**config.mk**
```make
export PLATFORM = sky130hd
export DESIGN_NAME = rdy_pin_ctrl
export DESIGN_NICKNAME = d
export VERILOG_FILES = /design/src/rtl/pinctl_pkg.sv /design/src/rtl/pin_cfg_reg.sv /design/src/rtl/pin_evt_sel.sv /design/src/rtl/pin_pulse_timer.sv /design/src/rtl/rdy_pin_ctrl.sv
export SDC_FILE = /design/constraint.sdc
export NUM_CORES = 1
export LEC_CHECK = 0
export BUFFER_PORTS_ARGS = -buffer_cell sky130_fd_sc_hd__buf_2
export CAP_MARGIN = 25
export CELL_PAD_IN_SITES_DETAIL_PLACEMENT = 0
export CELL_PAD_IN_SITES_GLOBAL_PLACEMENT = 1
export CORE_MARGIN = 2
export CORE_UTILIZATION = 33
export DETAILED_ROUTE_END_ITERATION = 12
export PLACE_DENSITY = 0.84
export SETUP_SLACK_MARGIN = 0.05
export SLEW_MARGIN = 0
export SYNTH_ARGS = -nofsm -noshare
export SYNTH_HDL_FRONTEND = slang
export SYNTH_SLANG_ARGS = --single-unit
```
**constraint.sdc**
```tcl
create_clock -name clk -period 1.6 [get_ports clk]
set_input_delay 0.48 -clock clk [delete_from_list [all_inputs] [get_ports clk]]
set_output_delay 0.48 -clock clk [all_outputs]
set_load 0.02 [all_outputs]
```
**src/rtl/pinctl_pkg.sv**
```systemverilog
// Shared types for the ready/completion pin controller.
// Assumes a two-bit mode code; code values are fixed by the pin behaviour.
package pinctl_pkg;
    localparam int CODE_W = 2;

    typedef enum logic [CODE_W-1:0] {
        PM_LEVEL = 2'b00,
        PM_ERASE = 2'b01,
        PM_PROG  = 2'b10,
        PM_ANY   = 2'b11
    } pin_mode_e;
endpackage

```
**src/rtl/pin_cfg_reg.sv**
```systemverilog
// Configuration register: decodes the low two data bits into a mode.
// Rejects codes not listed in SUPPORTED_MASK and raises both error flags.
// Assumes cfg_we is a single-cycle strobe in the clk domain.
module pin_cfg_reg
    import pinctl_pkg::*;
#(
    parameter int           DATA_W         = 8,
    parameter logic [3:0]   SUPPORTED_MASK = 4'b1111
) (
    input  logic              clk,
    input  logic              rst_n,
    input  logic              cfg_we,
    input  logic [DATA_W-1:0] cfg_data,
    input  logic              err_clear,
    output pin_mode_e         mode,
    output logic [1:0]        err,
    output logic              apply
);
    logic [CODE_W-1:0] code;
    logic              code_ok;
    logic              reject;

    // Decode the code field and check it against the supported set.
    always_comb begin
        code    = cfg_data[CODE_W-1:0];
        code_ok = SUPPORTED_MASK[code];
        apply   = cfg_we && code_ok;
        reject  = cfg_we && !code_ok;
    end

    // Hold the current mode; load it only on an accepted write.
    always_ff @(posedge clk) begin
        if (!rst_n)
            mode <= PM_LEVEL;
        else if (apply)
            mode <= pin_mode_e'(code);
    end

    // Error flags: set on a rejected write, which takes priority over clear.
    always_ff @(posedge clk) begin
        if (!rst_n)
            err <= 2'b00;
        else if (reject)
            err <= 2'b11;
        else if (err_clear)
            err <= 2'b00;
    end
endmodule

```
**src/rtl/pin_evt_sel.sv**
```systemverilog
// Completion event selector: passes the strobes that the mode enables.
// Purely combinational; level mode passes nothing.
module pin_evt_sel
    import pinctl_pkg::*;
(
    input  pin_mode_e mode,
    input  logic      erase_done,
    input  logic      prog_done,
    output logic      fire
);
    // Select the strobes that the current mode enables.
    always_comb begin
        unique case (mode)
            PM_ERASE: fire = erase_done;
            PM_PROG:  fire = prog_done;
            PM_ANY:   fire = erase_done || prog_done;
            default:  fire = 1'b0;
        endcase
    end
endmodule

```
**src/rtl/pin_pulse_timer.sv**
```systemverilog
// Pulse timer: a down-counter loaded with PULSE_CYCLES on each trigger.
// active stays high while the count is non-zero. cancel wins over load.
module pin_pulse_timer #(
    parameter int PULSE_CYCLES = 50,
    localparam int CNT_W = $clog2(PULSE_CYCLES + 1)
) (
    input  logic             clk,
    input  logic             rst_n,
    input  logic             load,
    input  logic             cancel,
    output logic [CNT_W-1:0] cnt,
    output logic             active
);
    localparam logic [CNT_W-1:0] WIDTH = CNT_W'(PULSE_CYCLES);

    // Count down; reload on a trigger, clear on cancel.
    always_ff @(posedge clk) begin
        if (!rst_n)
            cnt <= '0;
        else if (cancel)
            cnt <= '0;
        else if (load)
            cnt <= WIDTH;
        else if (cnt != '0)
            cnt <= cnt - CNT_W'(1);
    end

    // The pulse is active while any count remains.
    always_comb active = (cnt != '0);
endmodule

```
**src/rtl/rdy_pin_ctrl.sv**
```systemverilog
// Top of the ready/completion pin controller.
// Assumes the completion strobes are one cycle wide and the busy input is synchronous to clk.
module rdy_pin_ctrl
    import pinctl_pkg::*;
#(
    parameter int         DATA_W         = 8,
    parameter int         PULSE_CYCLES   = 50,
    parameter logic [3:0] SUPPORTED_MASK = 4'b1111,
    localparam int        CNT_W          = $clog2(PULSE_CYCLES + 1)
) (
    input  logic              clk,
    input  logic              rst_n,
    input  logic              engine_busy,
    input  logic              erase_done,
    input  logic              prog_done,
    input  logic              cfg_we,
    input  logic [DATA_W-1:0] cfg_data,
    input  logic              err_clear,
    output logic              status_pin,
    output logic [1:0]        err_flags
);
    pin_mode_e        mode;
    logic             apply;
    logic             fire;
    logic [CNT_W-1:0] cnt;
    logic             active;

    pin_cfg_reg #(.DATA_W(DATA_W), .SUPPORTED_MASK(SUPPORTED_MASK)) u_cfg (
        .clk(clk), .rst_n(rst_n), .cfg_we(cfg_we), .cfg_data(cfg_data),
        .err_clear(err_clear), .mode(mode), .err(err_flags), .apply(apply)
    );

    pin_evt_sel u_sel (
        .mode(mode), .erase_done(erase_done), .prog_done(prog_done), .fire(fire)
    );

    pin_pulse_timer #(.PULSE_CYCLES(PULSE_CYCLES)) u_tmr (
        .clk(clk), .rst_n(rst_n), .load(fire), .cancel(apply),
        .cnt(cnt), .active(active)
    );

    // Pin mux: level mode shows idle/busy; pulse modes show the timer.
    always_comb status_pin = (mode == PM_LEVEL) ? !engine_busy : !active;
endmodule

```
==> impl_metrics.json <==
{
  "synth_seq_area_share_pct": 33.4,
  "final_common_cell": "buf_2",
  "synth-seq-cells": 8,
  "period_share_pct": 107,
  "ant_nets": 0,
  "maxCapViolations": 0,
  "rsz0062_at_grt": "true",
  "wl_per_cell_um": 11.7,
  "postLayoutSetupSlackWorst_ns": -0.114,
  "worstSetupPathType": "reg -> out",
  "setup_tns_ns": -0.114,
  "gp_congestion": 0.786,
  "final_cell_mix": "7 x buf_2, 6 x buf_4, 6 x dfxtp_1",
  "utilization_pct": 47.3,
  "cts_tree": "done",
  "die_area_um2": 1770,
  "drtIter0Drc": 5,
  "finalClockSkew_ns": 0.000146,
  "dr.pass1.iters": 4,
  "num_io_pins": 18,
  "synthTopCellsByArea": "dfxtp_1 33%, ha_1 5.2%, o31ai_4 4.4%",
  "cp.required_ns": 1.12,
  "syn_area_um2": 479,
  "syn_inst": 50,
  "die_y_um": 42.1,
  "yosysTopAreaCellShare_pct": 33.4,
  "cp_common_cell": "a21oi_2",
  "vdd_ir_drop_max_mv": 0.630,
  "cp_slowest_stage_delay_ns": 0.32,
  "final_nets": 85,
  "rows": 13,
  "grt_max_degree": 7,
  "cts_made_buffers": 3,
  "die-width_um": 42.1,
  "clock.fmax_ghz": 0.583,
  "portBuffers": 8,
  "detailed_place_hpwl_um": 768,
  "grtUsageTotal_pct": 12.6,
  "yosys_warnings": 0,
  "drc_errors": 0,
  "p_total_mw": 0.791,
  "yosys.area.top_type": "dfxtp_1",
  "antenna_found_initial": 0,
  "avgSynthCellArea_um2": 9.58,
  "cts-root-buf": "clkbuf_4",
  "cpMaxStageDelayCell": "dfxtp_2",
  "failed_checks": "setup timing",
  "initial_core_util_pct": 35.9,
  "clkTransAtPathRegs_ns": 0.05,
  "vias": 416,
  "dp_slack_ns": 0.00744,
  "placedCellCount": 77,
  "grt.overflow.total": 0,
  "n_fill_cell": 137,
  "htreeDepth": 1,
  "setup_viol": 1,
  "area_delta_synth_final_pct": 31.6,
  "core_um2": 1330,
  "cp-end-kind": "output pin",
  "hp-class": "in -> reg",
  "power_density_nw_per_um2": 1250,
  "grt_pass1_vias": 393,
  "critPathMaxFanout": 3,
  "finalHoldViolations": 0,
  "critPathArrivalTime_ns": 1.23,
  "finalCriticalPeriod_ns": 1.71,
  "drive_gt1_share_pct": 48.5,
  "synth_cell_types": 26,
  "p_leak_nw": 0.260,
  "slew_violations": 0,
  "crit_path_cell_trace": "inv_2, ha_4, nor2b_4, a21oi_2, a21oi_2, buf_6",
  "final_cells": 81,
  "clock_latency_ns": 0.25,
  "avgViaCountPerCell": 5.14,
  "clkSinkCount": 8,
  "totalWireLength_um": 945,
  "outcome": "finished, violations left",
  "diodes": 0,
  "start_kind": "register",
  "grt_pass1_wl_mm": 1.65,
  "cts_max_path_buffers": 2
}
==> worst max-delay path, delay by kind of cell, from the launching register on <==
family                   cells  cell delay (ns)
flip-flops                   1             0.32
buffers and inverters        2             0.20
AO/OA/AOI/OAI                2             0.18
AND/OR/NAND/NOR              1             0.14
adder cells (fa/ha/maj)      1             0.13
==> timing repair <==
item                                    4_1_cts  5_1_grt
buffers inserted                              1        0
hold endpoints to repair                      0        0
gates resized for setup                       8        1
pin swaps                                     2        2
hold buffers                                  0        0
endpoints found under the setup margin        1        1
==> sequential cells by signal (all words and copies together) (netlist names) <==
name        cells
u_tmr.cnt       6
u_cfg.mode      2
==> cell usage after synthesis, drive strengths merged <==
| cell type | number |
|---|---|
| dfxtp | 8 |
| nor2 | 4 |
| nor3 | 4 |
| a21oi | 3 |
| nand2b | 3 |
| nor2b | 3 |
| a31oi | 2 |
| buf | 2 |
| ha | 2 |
| inv | 2 |
| mux2i | 2 |
| nand4b | 2 |
| xnor2 | 2 |
| a21bo | 1 |
| a22oi | 1 |
| a311oi | 1 |
| and4 | 1 |
| conb | 1 |
| nand2 | 1 |
| nand3 | 1 |
| o21ai | 1 |
| o31ai | 1 |
| or2b | 1 |
| or3 | 1 |
==> layer usage <==
metal | routed length, um | track usage, % | part of all wire (%)
met4 | 0 | 1.88 | 0
met5 | 0 | 0 | 0
met3 | 85 | 6.47 | 9.0
met2 | 401 | 20.3 | 42
met1 | 458 | 15.2 | 48
==> cell type report <==
cell class	instances	area, um2	area share [%]
inverters	2	7.51	1.19
multi-input cells	39	328	52.0
repair buffers	14	91.3	14.5
well taps	15	18.8	2.98
clock buffers	3	22.5	3.57
flip-flops and latches	8	163	25.8
==> per-stage QoR <==
step                      instance area, um2  hold slack [ns]
after global placement                   572            0.530
final                                    631            0.485
after global routing                     631            0.498
after floorplan                          490            0.486
after CTS                                627            0.481
after detailed placement                 572            0.545
==> kinds of logic (layout without fill, tap and decap cells) <==
logic type                 count (synthesis)  after routing  share of synthesized area (%)
and+or+nand+nor                           21             21                           29.0
AOI/OAI and AO/OA                         10             10                           19.1
DFF                                        8              8                           33.4
buffers and inverters                      4             19                           4.70
adders and majority gates                  2              2                           5.22
xor gates and xnor gates                   2              2                           3.66
muxes                                      2              2                           4.18
other                                      1              2                          0.783
==> power breakdown <==
group	internal (mW)	total, mW	switching (mW)
Clock	0.0857	0.152	0.0664
Combinational	0.199	0.381	0.182
Sequential	0.228	0.258	0.0301
==> path summary, 6_finish.rpt <==
| path | from | endpoint | slack, ns | cells past startpoint |
|---|---|---|---|---|
| worst min register to register | u_cfg.mode[0] | u_cfg.mode[0] | 0.55 | 2 |
| worst max-delay path | u_tmr.cnt[1] | status_pin | -0.11 | 6 |
| worst max register to register | u_tmr.cnt[1] | u_tmr.cnt[1] | 0.32 | 6 |
| worst min-delay path | cfg_data[0] | u_cfg.mode[0] | 0.49 | 3 |
Note: power is estimated with default switching activity, not from simulation.
